### src/rtl/tag_pkg.sv
package tag_pkg;
    localparam int BLK_W     = 16;
    localparam int NBLK      = 16;
    localparam int ADDR_W    = $clog2(NBLK);
    localparam int UID_BLKS  = 4;
    localparam int USER_BLKS = NBLK - UID_BLKS - 1;

    localparam logic [15:0] CRC_SEED  = 16'hFFFF;
    localparam logic [15:0] CRC_GOOD  = 16'hF0B8;  // residue after data plus trailer
    localparam logic [15:0] CRC_POLYR = 16'h8408;

    localparam logic [7:0] OP_WAKE = 8'h06;
    localparam logic [7:0] OP_SEL  = 8'h0E;
    localparam logic [7:0] OP_DONE = 8'h0F;
    localparam logic [7:0] OP_RD   = 8'h08;
    localparam logic [7:0] OP_WR   = 8'h09;

    typedef enum logic [2:0] {
        ST_IDLE, ST_AWAKE, ST_SEL, ST_ASIDE, ST_RETIRED
    } tag_state_e;

    function automatic logic [15:0] crc_byte(logic [15:0] c, logic [7:0] b);
        logic [15:0] r;
        r = c ^ {8'h00, b};
        for (int i = 0; i < 8; i++)
            r = r[0] ? ((r >> 1) ^ CRC_POLYR) : (r >> 1);
        return r;
    endfunction
endpackage

### src/rtl/tag_rx.sv
module tag_rx
    import tag_pkg::*;
#(
    parameter int CNT_W  = 4,
    parameter int KEEP_N = 4
) (
    input  logic                   clk,
    input  logic                   rst_n,
    input  logic                   rx_start,
    input  logic                   rx_valid,
    input  logic [7:0]             rx_data,
    input  logic                   rx_end,
    output logic                   frm_vld,
    output logic [CNT_W-1:0]       frm_len,
    output logic                   frm_crc_ok,
    output logic [KEEP_N-1:0][7:0] frm_bytes
);
    localparam logic [CNT_W-1:0] CNT_MAX = '1;

    typedef struct packed {
        logic [CNT_W-1:0]       cnt;
        logic [15:0]            crc;
        logic [KEEP_N-1:0][7:0] b;
        logic                   vld;
    } rx_s;

    rx_s q, d;

    always_comb begin
        d     = q;
        d.vld = 1'b0;
        if (rx_start) begin
            d.cnt = '0;
            d.crc = CRC_SEED;
        end else if (rx_valid) begin
            for (int i = 0; i < KEEP_N; i++)
                if (q.cnt == CNT_W'(i)) d.b[i] = rx_data;
            if (q.cnt != CNT_MAX) d.cnt = q.cnt + 1'b1;
            d.crc = crc_byte(q.crc, rx_data);
        end
        if (rx_end) d.vld = 1'b1;
    end

    always_ff @(posedge clk or negedge rst_n) begin
        if (!rst_n) begin
            q     <= '0;
            q.crc <= CRC_SEED;
        end else begin
            q <= d;
        end
    end

    assign frm_vld    = q.vld;
    assign frm_len    = q.cnt;
    assign frm_crc_ok = (q.crc == CRC_GOOD);
    assign frm_bytes  = q.b;
endmodule

### src/rtl/tag_tx.sv
module tag_tx
    import tag_pkg::*;
(
    input  logic       clk,
    input  logic       rst_n,
    input  logic       start,
    input  logic       two,
    input  logic [7:0] p0,
    input  logic [7:0] p1,
    output logic       busy,
    output logic       tx_valid,
    output logic [7:0] tx_data,
    output logic       tx_last
);
    typedef struct packed {
        logic [3:0][7:0] buf_b;
        logic [1:0]      idx;
        logic [1:0]      end_idx;
        logic            act;
        logic            vld;
        logic [7:0]      dat;
        logic            lst;
    } tx_s;

    tx_s q, d;
    logic [15:0] c;

    always_comb begin
        d     = q;
        d.vld = 1'b0;
        d.lst = 1'b0;
        c     = crc_byte(CRC_SEED, p0);
        if (two) c = crc_byte(c, p1);
        c = ~c;
        if (start) begin
            d.buf_b   = two ? {c[15:8], c[7:0], p1, p0} : {8'h00, c[15:8], c[7:0], p0};
            d.idx     = 2'd0;
            d.end_idx = two ? 2'd3 : 2'd2;
            d.act     = 1'b1;
        end else if (q.act) begin
            d.vld = 1'b1;
            d.dat = q.buf_b[q.idx];
            d.lst = (q.idx == q.end_idx);
            if (q.idx == q.end_idx) d.act = 1'b0;
            else                    d.idx = q.idx + 1'b1;
        end
    end

    always_ff @(posedge clk or negedge rst_n) begin
        if (!rst_n) q <= '0;
        else        q <= d;
    end

    assign busy     = q.act;
    assign tx_valid = q.vld;
    assign tx_data  = q.dat;
    assign tx_last  = q.lst;

    p_last_has_valid_r13: assert property (@(posedge clk) disable iff (!rst_n)
        tx_last |-> tx_valid);
    p_no_restart_r13: assert property (@(posedge clk) disable iff (!rst_n)
        start |-> !busy);
endmodule

### src/rtl/tag_ctrl.sv
module tag_ctrl
    import tag_pkg::*;
#(
    parameter logic [3:0]  CHIP_ID        = 4'h5,
    parameter logic [63:0] UID            = 64'hA1B2_C3D4_E5F6_0718,
    parameter int          WR_BUSY_CYCLES = 250000
) (
    input  logic       clk,
    input  logic       rst_n,
    input  logic       rx_start,
    input  logic       rx_valid,
    input  logic [7:0] rx_data,
    input  logic       rx_end,
    output logic       tx_valid,
    output logic [7:0] tx_data,
    output logic       tx_last,
    output logic       resp_req
);
    localparam int CNT_W  = 4;
    localparam int BUSY_W = $clog2(WR_BUSY_CYCLES + 1);

    logic                   frm_vld, frm_crc_ok, tx_busy;
    logic [CNT_W-1:0]       frm_len;
    logic [3:0][7:0]        fb;

    tag_rx #(.CNT_W(CNT_W), .KEEP_N(4)) u_rx (
        .clk, .rst_n, .rx_start, .rx_valid, .rx_data, .rx_end,
        .frm_vld, .frm_len, .frm_crc_ok, .frm_bytes(fb)
    );

    typedef struct packed {
        tag_state_e                     st;
        logic [USER_BLKS-1:0][BLK_W-1:0] user;
        logic [7:0]                     lock;
        logic [7:0]                     lock_act;
        logic [BUSY_W-1:0]              busy_cnt;
        logic                           go;
        logic                           two;
        logic [7:0]                     p0;
        logic [7:0]                     p1;
    } ctl_s;

    ctl_s q, d;
    logic             accept;
    logic [ADDR_W-1:0] a;
    logic [BLK_W-1:0] rd;

    always_comb begin
        d      = q;
        d.go   = 1'b0;
        a      = fb[1][ADDR_W-1:0];
        if (q.busy_cnt != '0) d.busy_cnt = q.busy_cnt - 1'b1;
        if (a < ADDR_W'(UID_BLKS))       rd = UID[a*BLK_W +: BLK_W];
        else if (a == ADDR_W'(NBLK - 1)) rd = {q.lock, 4'h0, CHIP_ID};
        else                             rd = q.user[ADDR_W'(a - ADDR_W'(UID_BLKS))];
        accept = frm_vld && frm_crc_ok && (q.busy_cnt == '0) && !tx_busy && !q.go;
        if (accept) begin
            unique case (fb[0])
                OP_WAKE: if (frm_len == 4 && fb[1] == 8'h00 && q.st == ST_IDLE) begin
                    d.st  = ST_AWAKE;
                    d.go  = 1'b1;
                    d.two = 1'b0;
                    d.p0  = {4'h0, CHIP_ID};
                end
                OP_SEL: if (frm_len == 4 && q.st inside {ST_AWAKE, ST_SEL, ST_ASIDE}) begin
                    if (fb[1][3:0] == CHIP_ID) begin
                        d.st       = ST_SEL;
                        d.lock_act = q.lock;
                        d.go       = 1'b1;
                        d.two      = 1'b0;
                        d.p0       = {4'h0, CHIP_ID};
                    end else begin
                        d.st = ST_ASIDE;
                    end
                end
                OP_DONE: if (frm_len == 3 && q.st == ST_SEL) d.st = ST_RETIRED;
                OP_RD: if (frm_len == 4 && q.st == ST_SEL) begin
                    d.go  = 1'b1;
                    d.two = 1'b1;
                    d.p0  = rd[7:0];
                    d.p1  = rd[15:8];
                end
                OP_WR: if (frm_len == 6 && q.st == ST_SEL && a >= ADDR_W'(UID_BLKS)
                           && !q.lock_act[a[ADDR_W-1:1]]) begin
                    if (a == ADDR_W'(NBLK - 1)) d.lock = q.lock | fb[3];
                    else d.user[ADDR_W'(a - ADDR_W'(UID_BLKS))] = {fb[3], fb[2]};
                    d.busy_cnt = BUSY_W'(WR_BUSY_CYCLES);
                end
                default: ;
            endcase
        end
    end

    always_ff @(posedge clk or negedge rst_n) begin
        if (!rst_n) begin
            q    <= '0;
            q.st <= ST_IDLE;
        end else begin
            q <= d;
        end
    end

    tag_tx u_tx (
        .clk, .rst_n, .start(q.go), .two(q.two), .p0(q.p0), .p1(q.p1),
        .busy(tx_busy), .tx_valid, .tx_data, .tx_last
    );

    assign resp_req = q.go;

    logic [7:0] lock_w;
    tag_state_e st_w;
    logic       busy_w;
    assign lock_w = q.lock;
    assign st_w   = q.st;
    assign busy_w = (q.busy_cnt != '0);

    p_lock_only_sets_r7: assert property (@(posedge clk) disable iff (!rst_n)
        1'b1 |=> ((lock_w & $past(lock_w)) == $past(lock_w)));
    p_retired_sticky_r9: assert property (@(posedge clk) disable iff (!rst_n)
        st_w == ST_RETIRED |=> st_w == ST_RETIRED);
    p_bad_crc_silent_r10: assert property (@(posedge clk) disable iff (!rst_n)
        (frm_vld && !frm_crc_ok) |=> !resp_req);
    p_busy_deaf_r6: assert property (@(posedge clk) disable iff (!rst_n)
        (frm_vld && busy_w) |=> (!resp_req && $stable(st_w)));
    p_idle_exit_r2: assert property (@(posedge clk) disable iff (!rst_n)
        st_w == ST_IDLE |=> (st_w == ST_IDLE || st_w == ST_AWAKE));
endmodule

### config.mk
export PLATFORM = sky130hd
export DESIGN_NAME = tag_ctrl
export DESIGN_NICKNAME = d
export VERILOG_FILES = /design/src/rtl/tag_pkg.sv /design/src/rtl/tag_rx.sv /design/src/rtl/tag_tx.sv /design/src/rtl/tag_ctrl.sv
export SDC_FILE = /design/constraint.sdc
export NUM_CORES = 1
export LEC_CHECK = 0
export BUFFER_PORTS_ARGS = -buffer_cell sky130_fd_sc_hd__buf_4
export CAP_MARGIN = 40
export CELL_PAD_IN_SITES_DETAIL_PLACEMENT = 1
export CELL_PAD_IN_SITES_GLOBAL_PLACEMENT = 1
export CORE_MARGIN = 2
export CORE_UTILIZATION = 50
export DETAILED_ROUTE_END_ITERATION = 12
export PLACE_DENSITY = 0.88
export REMOVE_ABC_BUFFERS = 1
export SLEW_MARGIN = 20
export SYNTH_ARGS = -nofsm -noshare
export SYNTH_HDL_FRONTEND = slang
export SYNTH_SLANG_ARGS = --single-unit
export TNS_END_PERCENT = 5
### constraint.sdc
create_clock -name clk -period 3.1 [get_ports clk]
set_input_delay 0.62 -clock clk [delete_from_list [all_inputs] [get_ports clk]]
set_output_delay 0.62 -clock clk [all_outputs]
set_load 0.01 [all_outputs]
; ---- Yosys cells after proc, flatten, opt, wreduce, memory -nomap -nowiden
; Index checks and enable logic that the tools add are counted.
[op_classes]
add_sub_neg = 4
n_mul = 0
div = 0
n_lt_le_gt_ge = 6
eq_ne = 24
n_shift = 1
mux = 68
n_bitwise = 32
reduce_logical = 40
[ops]
columns = cell, n
row1 = 16-bit two-way mux, 29
row2 = 176-bit bitwise mux, 1
row3 = 18-bit two-way mux, 4
row4 = 2-bit inverter with 3-bit output, 24
row5 = 16-bit binary-select mux with 4-bit select, 1
row6 = 16-bit demux with 4-bit select, 1
row7 = 64-bit by 9-bit indexed part select with 16-bit output (first input constant), 1
row8 = 52-bit two-way mux, 1
row9 = 8-bit two-way mux, 6
row10 = 10-bit two-way mux, 4
row11 = 36-bit two-way mux, 1
row12 = 8-bit by 4-bit == test with 1-bit output (second input constant), 4
row13 = 32-bit two-way mux, 1
row14 = 16-bit by 8-bit bitwise XOR with 16-bit output, 2
row15 = 10-bit case mux with 3 select lines, 1
row16 = 20-bit two-way mux, 1
row17 = 18-bit zero test, 1
row18 = 18-bit nonzero test, 1
row19 = 18-bit by 1-bit subtractor with 18-bit output (second input constant), 1
row20 = 8-bit binary-select mux with 2-bit select, 1
row21 = 16-bit == test (second input constant), 1
row22 = 16-bit inverter, 1
row23 = 8-bit inverter with 16-bit output, 1
row24 = 3-bit AND reduction, 5
row25 = 39 further kinds, 81
[word_totals]
register_bits = 331
latchBits = 0
ram_bits = 0
rom_bits = 0
in_bits = 13
out_inout_bits = 11
wordCells = 211
mem_count = 0

; ---- Logic depth before layout (Yosys ltp)
[depth]
depth_word = 37
mapped_depth = 9
depth_no_buf = 7

; ---- Modules after synthesis
; Synthesis repeated with hierarchy kept, for this count alone.
[unflattened]
cells_unflattened = 1265
hier_area_um2 = 16554.6
[modules_own_cells]
columns = mod, instances, cells_each, area_per_inst_um2, seq_area_each_um2
row1 = tag_ctrl, 1, 835, 11219.5, 5780.5
row2 = tag_rx, 1, 223, 2829.0, 1346.3
row3 = tag_tx, 1, 207, 2506.2, 1176.1

; ---- Worst setup path after synthesis
; OpenSTA, ideal clock, no wires.
[synth_path]
kind = reg2reg
startpoint = register q (netlist bit resp_req)
endpoint = register q[105] in the netlist's numbering
setup_ns = 0.125
arrival_ns = 2.675
required_time_ns = 2.975
path_slack_ns = 0.300
path_stages_with_launch = 9
period_less_slack_ns = 2.800
cell_sequence = dfrtp_1 -> buf_6 -> or4b_4 -> nor4_4 -> nand4_4 -> buf_6 -> nor3_4 -> buf_8 -> mux2_4
[synth_between]
elab_chain_len = 3
[synth_rtl]
columns = element, line
row1 = from (decl), tag_ctrl.sv:43  ; ctl_s q, d;
row2 = 1-bit zero test, tag_ctrl.sv:56  ; accept = frm_vld && frm_crc_ok && (q.busy_cnt == '0) && !tx_busy && !q.go;
row3 = 1-bit logical AND, tag_ctrl.sv:56
row4 = 4-bit AND reduction (no source line), --
; No other way between the ends.
; A chain may end at the register's enable or synchronous reset.

; ---- Worst setup path after layout
[layout_path]
startpoint = register u_rx.q[37] in the netlist's numbering
endpoint = register q[54] in the netlist's numbering
[layout_between]
elab_chain_len = 6
[layout_rtl]
columns = element, line
row1 = from (decl), tag_rx.sv:27  ; rx_s q, d;
row2 = 16-bit == test, tag_rx.sv:55  ; assign frm_crc_ok = (q.crc == CRC_GOOD);
row3 = 1-bit logical AND (4 in series), tag_ctrl.sv:56
row4 = 4-bit AND reduction (no source line), --
; No other way between the ends.

==> results.toml <==
[synth]
ys.flop_type = "dfrtp_1"
synthTopCellsByArea = "dfrtp_1 49%, mux2_2 15%, mux2_4 4.6%, mux4_2 4.6%, dfstp_2 2.6%"
synth_edf_count = 0
synth_top_family_by_area = "multiplexers"
synth_cell_types = 74
syn_inst = 1237
synth_xor_area_share_pct = 4.474
synth_compound_area_share_pct = 6.248
syn_area_mm2 = 0.01622
syn_avg_cell_area_um2 = 13.11
synthAdderAreaFrac_pct = 0.8485
yosysTopAreaCellShare_pct = 48.60
yosysWarnings = 0
yosysSeqAreaShare_pct = 51.19
synth.largest_area_cell = "dfrtp_1"
yosys.area_share.simple_pct = 8.516
synthMuxAreaShare_pct = 25.46
synth_seq_cells = 331
async_reset_ff_share_pct = 100.0

[critical_path]
rr_worst_depth = 7
crit_type = "reg -> reg"
path_cells = "or4b_2 > nor4_4 > nand4_4 > buf_4 > nor3_4 > buf_4 > mux2_2"
cpMostUsedCell = "buf_4"
cp-end-kind = "flop"
cp_slowest_cell = "or4b_2"
critical-path-max-stage-delay_ns = 0.65
cp.arrival_ns = 3.31
critPathLaunchType = "flop"
crit_fanout = 25
required_ns = 3.51

[clock_network]
cts.sinks = 331
hold_buffers = 0
clock_path_buffers = 3
clk_pin_slew_worst_paths_ns = 0.06
cts_setup_buffers = 0
cts-root-buf = "clkbuf_16"
htree_levels = 2
cts_tree = "yes"
cts_resized = 0
insertion_delay_ns = 0.53
cts_buffers = 37

[global_route]
grt_max_degree = 85
grt_pass1_vias = 11760
antenna_found_initial = 0
gr-total-overflow = 0
grt_first_pass_wirelength_um = 72020
track_usage_pct = 27.73

[placement]
pre_cts_slack_ns = 0.2224
dpl.hpwl_um = 29360
io_buffers = 23
place.gp.congestion = 0.8772
placedCellCount = 1624
placed_area_mm2 = 0.01691

[pwr]
power_density_mw_per_mm2 = 641.6
ir_drop_mv = 0.5009
leakage_uw = 0.008614

[detailed_routing]
drt_wl_total_um = 45400
dr.pass1.iters = 5
drt_iter0_markers = 614
postRouteAntennaNets = 0
vias = 10560
drc = 0
drt-vias-per-instance = 6.244
wl_per_cell_um = 26.85

[floorplan]
io_pins = 24
die_h_um = 184.1
fp-row-count = 65
core_mm2 = 0.03172
dieArea_mm2 = 0.03390
initial_utilization_pct = 51.14
die_w_um = 184.1

[timing]
fin_skew_ns = 0.03027
final.min_clock_period_ns = 2.892
max_slew_margin_pct = 50.99
worstMarginPinSlew_ns = 0.7166
period_share_pct = 93.29
setup_tns_ns = 0
finalWorstSetupSlack_ns = 0.2081
drv_slew = 0
fmax_mhz = 345.8
setup_viol = 0
finalHoldViolations = 0
rsz0062_at_grt = "false"

[run]
maxCapViolations = 0

[finish]
nNetsFinal = 1286
final_cell_area_mm2 = 0.01818
drive_gt1_share_pct = 38.56
fin_cells = 1691
antenna_cells = 0
fill_cells = 3057
area_delta_synth_final_pct = 12.11
fin_util_pct = 57.33

[status]
status = "finished, final reports clean"

[worst_hold_path]
min_path_type = "in -> async"
## sequential cells by signal, indices dropped and copies added, names as in the netlist
register	count
u_rx.frm_bytes	32
u_tx.tx_valid	1
q	219
u_tx.busy	1
u_rx.q	16
resp_req	1
u_tx.tx_data	8
u_tx.tx_last	1
u_tx.q	36
u_rx.frm_vld	1
lock_w	8
u_rx.frm_len	4
st_w	3
## synth_stat cells, drive strengths merged (3+ instances only)
cell type  instances
nand4              6
a21o               4
or3                3
dfstp             16
a31oi             10
nand2b             8
xnor3              5
o22ai             15
mux2             268
a221o             10
nor3              25
or2               16
nand2             56
a211oi             3
a221oi             6
o211ai             7
a31o               8
clkbuf            52
and4               3
nor4              12
dfrtp            315
o2bb2ai            4
a21oi             36
nor2b             13
inv               21
and3               5
xor2              28
buf               34
mux4              33
a211o              4
nand3             15
nor3b              4
xnor2             42
o21ai             25
ha                11
or4b               3
nor2              61
mux2i             18
## final timing paths
kind                                            endpoint                   start  slack, ns
setup / recovery                       q[54]$_DFFE_PN0P_  u_rx.q[37]$_DFFE_PN1P_       0.21
hold / removal                         q[43]$_DFFE_PN0P_                   rst_n       0.15
setup reg to reg                       q[54]$_DFFE_PN0P_  u_rx.q[37]$_DFFE_PN1P_       0.21
hold reg to reg                          q[29]$_DFF_PN0_         q[29]$_DFF_PN0_       0.49
max in group asynchronous  u_rx.frm_bytes[8]$_DFFE_PN0P_                   rst_n       2.19
min in group clk                  u_rx.frm_vld$_DFF_PN0_                  rx_end       0.20
## report_power, final
part           leakage [µW]  switching (µW)  total, µW  internal (µW)
sequential          0.00452             497       5020           4530
clock              0.000630            1850       4610           2760
combinational       0.00347            1220       2040            817
## logic make-up (layout without fill, tap and decap cells)
| kind of cell | Yosys count | count (layout) |
|---|---|---|
| simple gates | 243 | 243 |
| fa+ha+maj | 11 | 11 |
| xor+xnor | 75 | 75 |
| mux | 319 | 319 |
| buf+inv | 108 | 160 |
| flops | 331 | 331 |
| compound gates | 150 | 150 |
## stage by stage
step / hold WS [ns] / power (µW)
detailed placement: 0.4734 / 7040
floorplan: 0.3244 / 6085
finish: 0.1462 / 11670
global route: 0.1885 / 12020
global placement: 0.4576 / 6931
CTS: 0.1526 / 11670
## placed cells by master (no fill, tap or decap), types with 21 or more instances in the layout
master / n
a21oi_1: 36
xnor2_1: 42
nand2_1: 56
mux4_2: 33
mux2_4: 50
mux2_2: 218
clkbuf_16: 38
dfrtp_1: 312
buf_4: 64
nor2_1: 60
xor2_1: 28
inv_1: 21
o21ai_0: 25
## per-layer routing
layer | GRT usage, % | up-vias | wire length [µm]
met5 | 0 | - | 0
met4 | 11.26 | 0 | 1908
met2 | 47.77 | 341 | 22820
met3 | 3.932 | 116 | 2104
met1 | 35.35 | 5593 | 18580
li1 | - | 4508 | -
## layout make-up
| cell class | count | area, µm² | share of cell area, % |
|---|---|---|---|
| Clock buffer | 54 | 1121 | 6.165 |
| Tap cell | 402 | 503.0 | 2.766 |
| Multi-Input combinational cell | 798 | 7387 | 40.62 |
| Sequential cell | 331 | 8307 | 45.68 |
| Inverter | 22 | 82.58 | 0.4541 |
| Timing Repair Buffer | 72 | 635.6 | 3.495 |
| Clock inverter | 12 | 148.9 | 0.8188 |
## critical path: cells and delay by family, from the launching register on
| kind | cells | cell delay [ns] |
|---|---|---|
| DFF | 1 | 0.54 |
| and+or+nand+nor | 4 | 1.20 |
| buffers and inverters | 2 | 0.61 |
| muxes | 1 | 0.39 |
No activity file was read; power rests on OpenSTA's default activity.
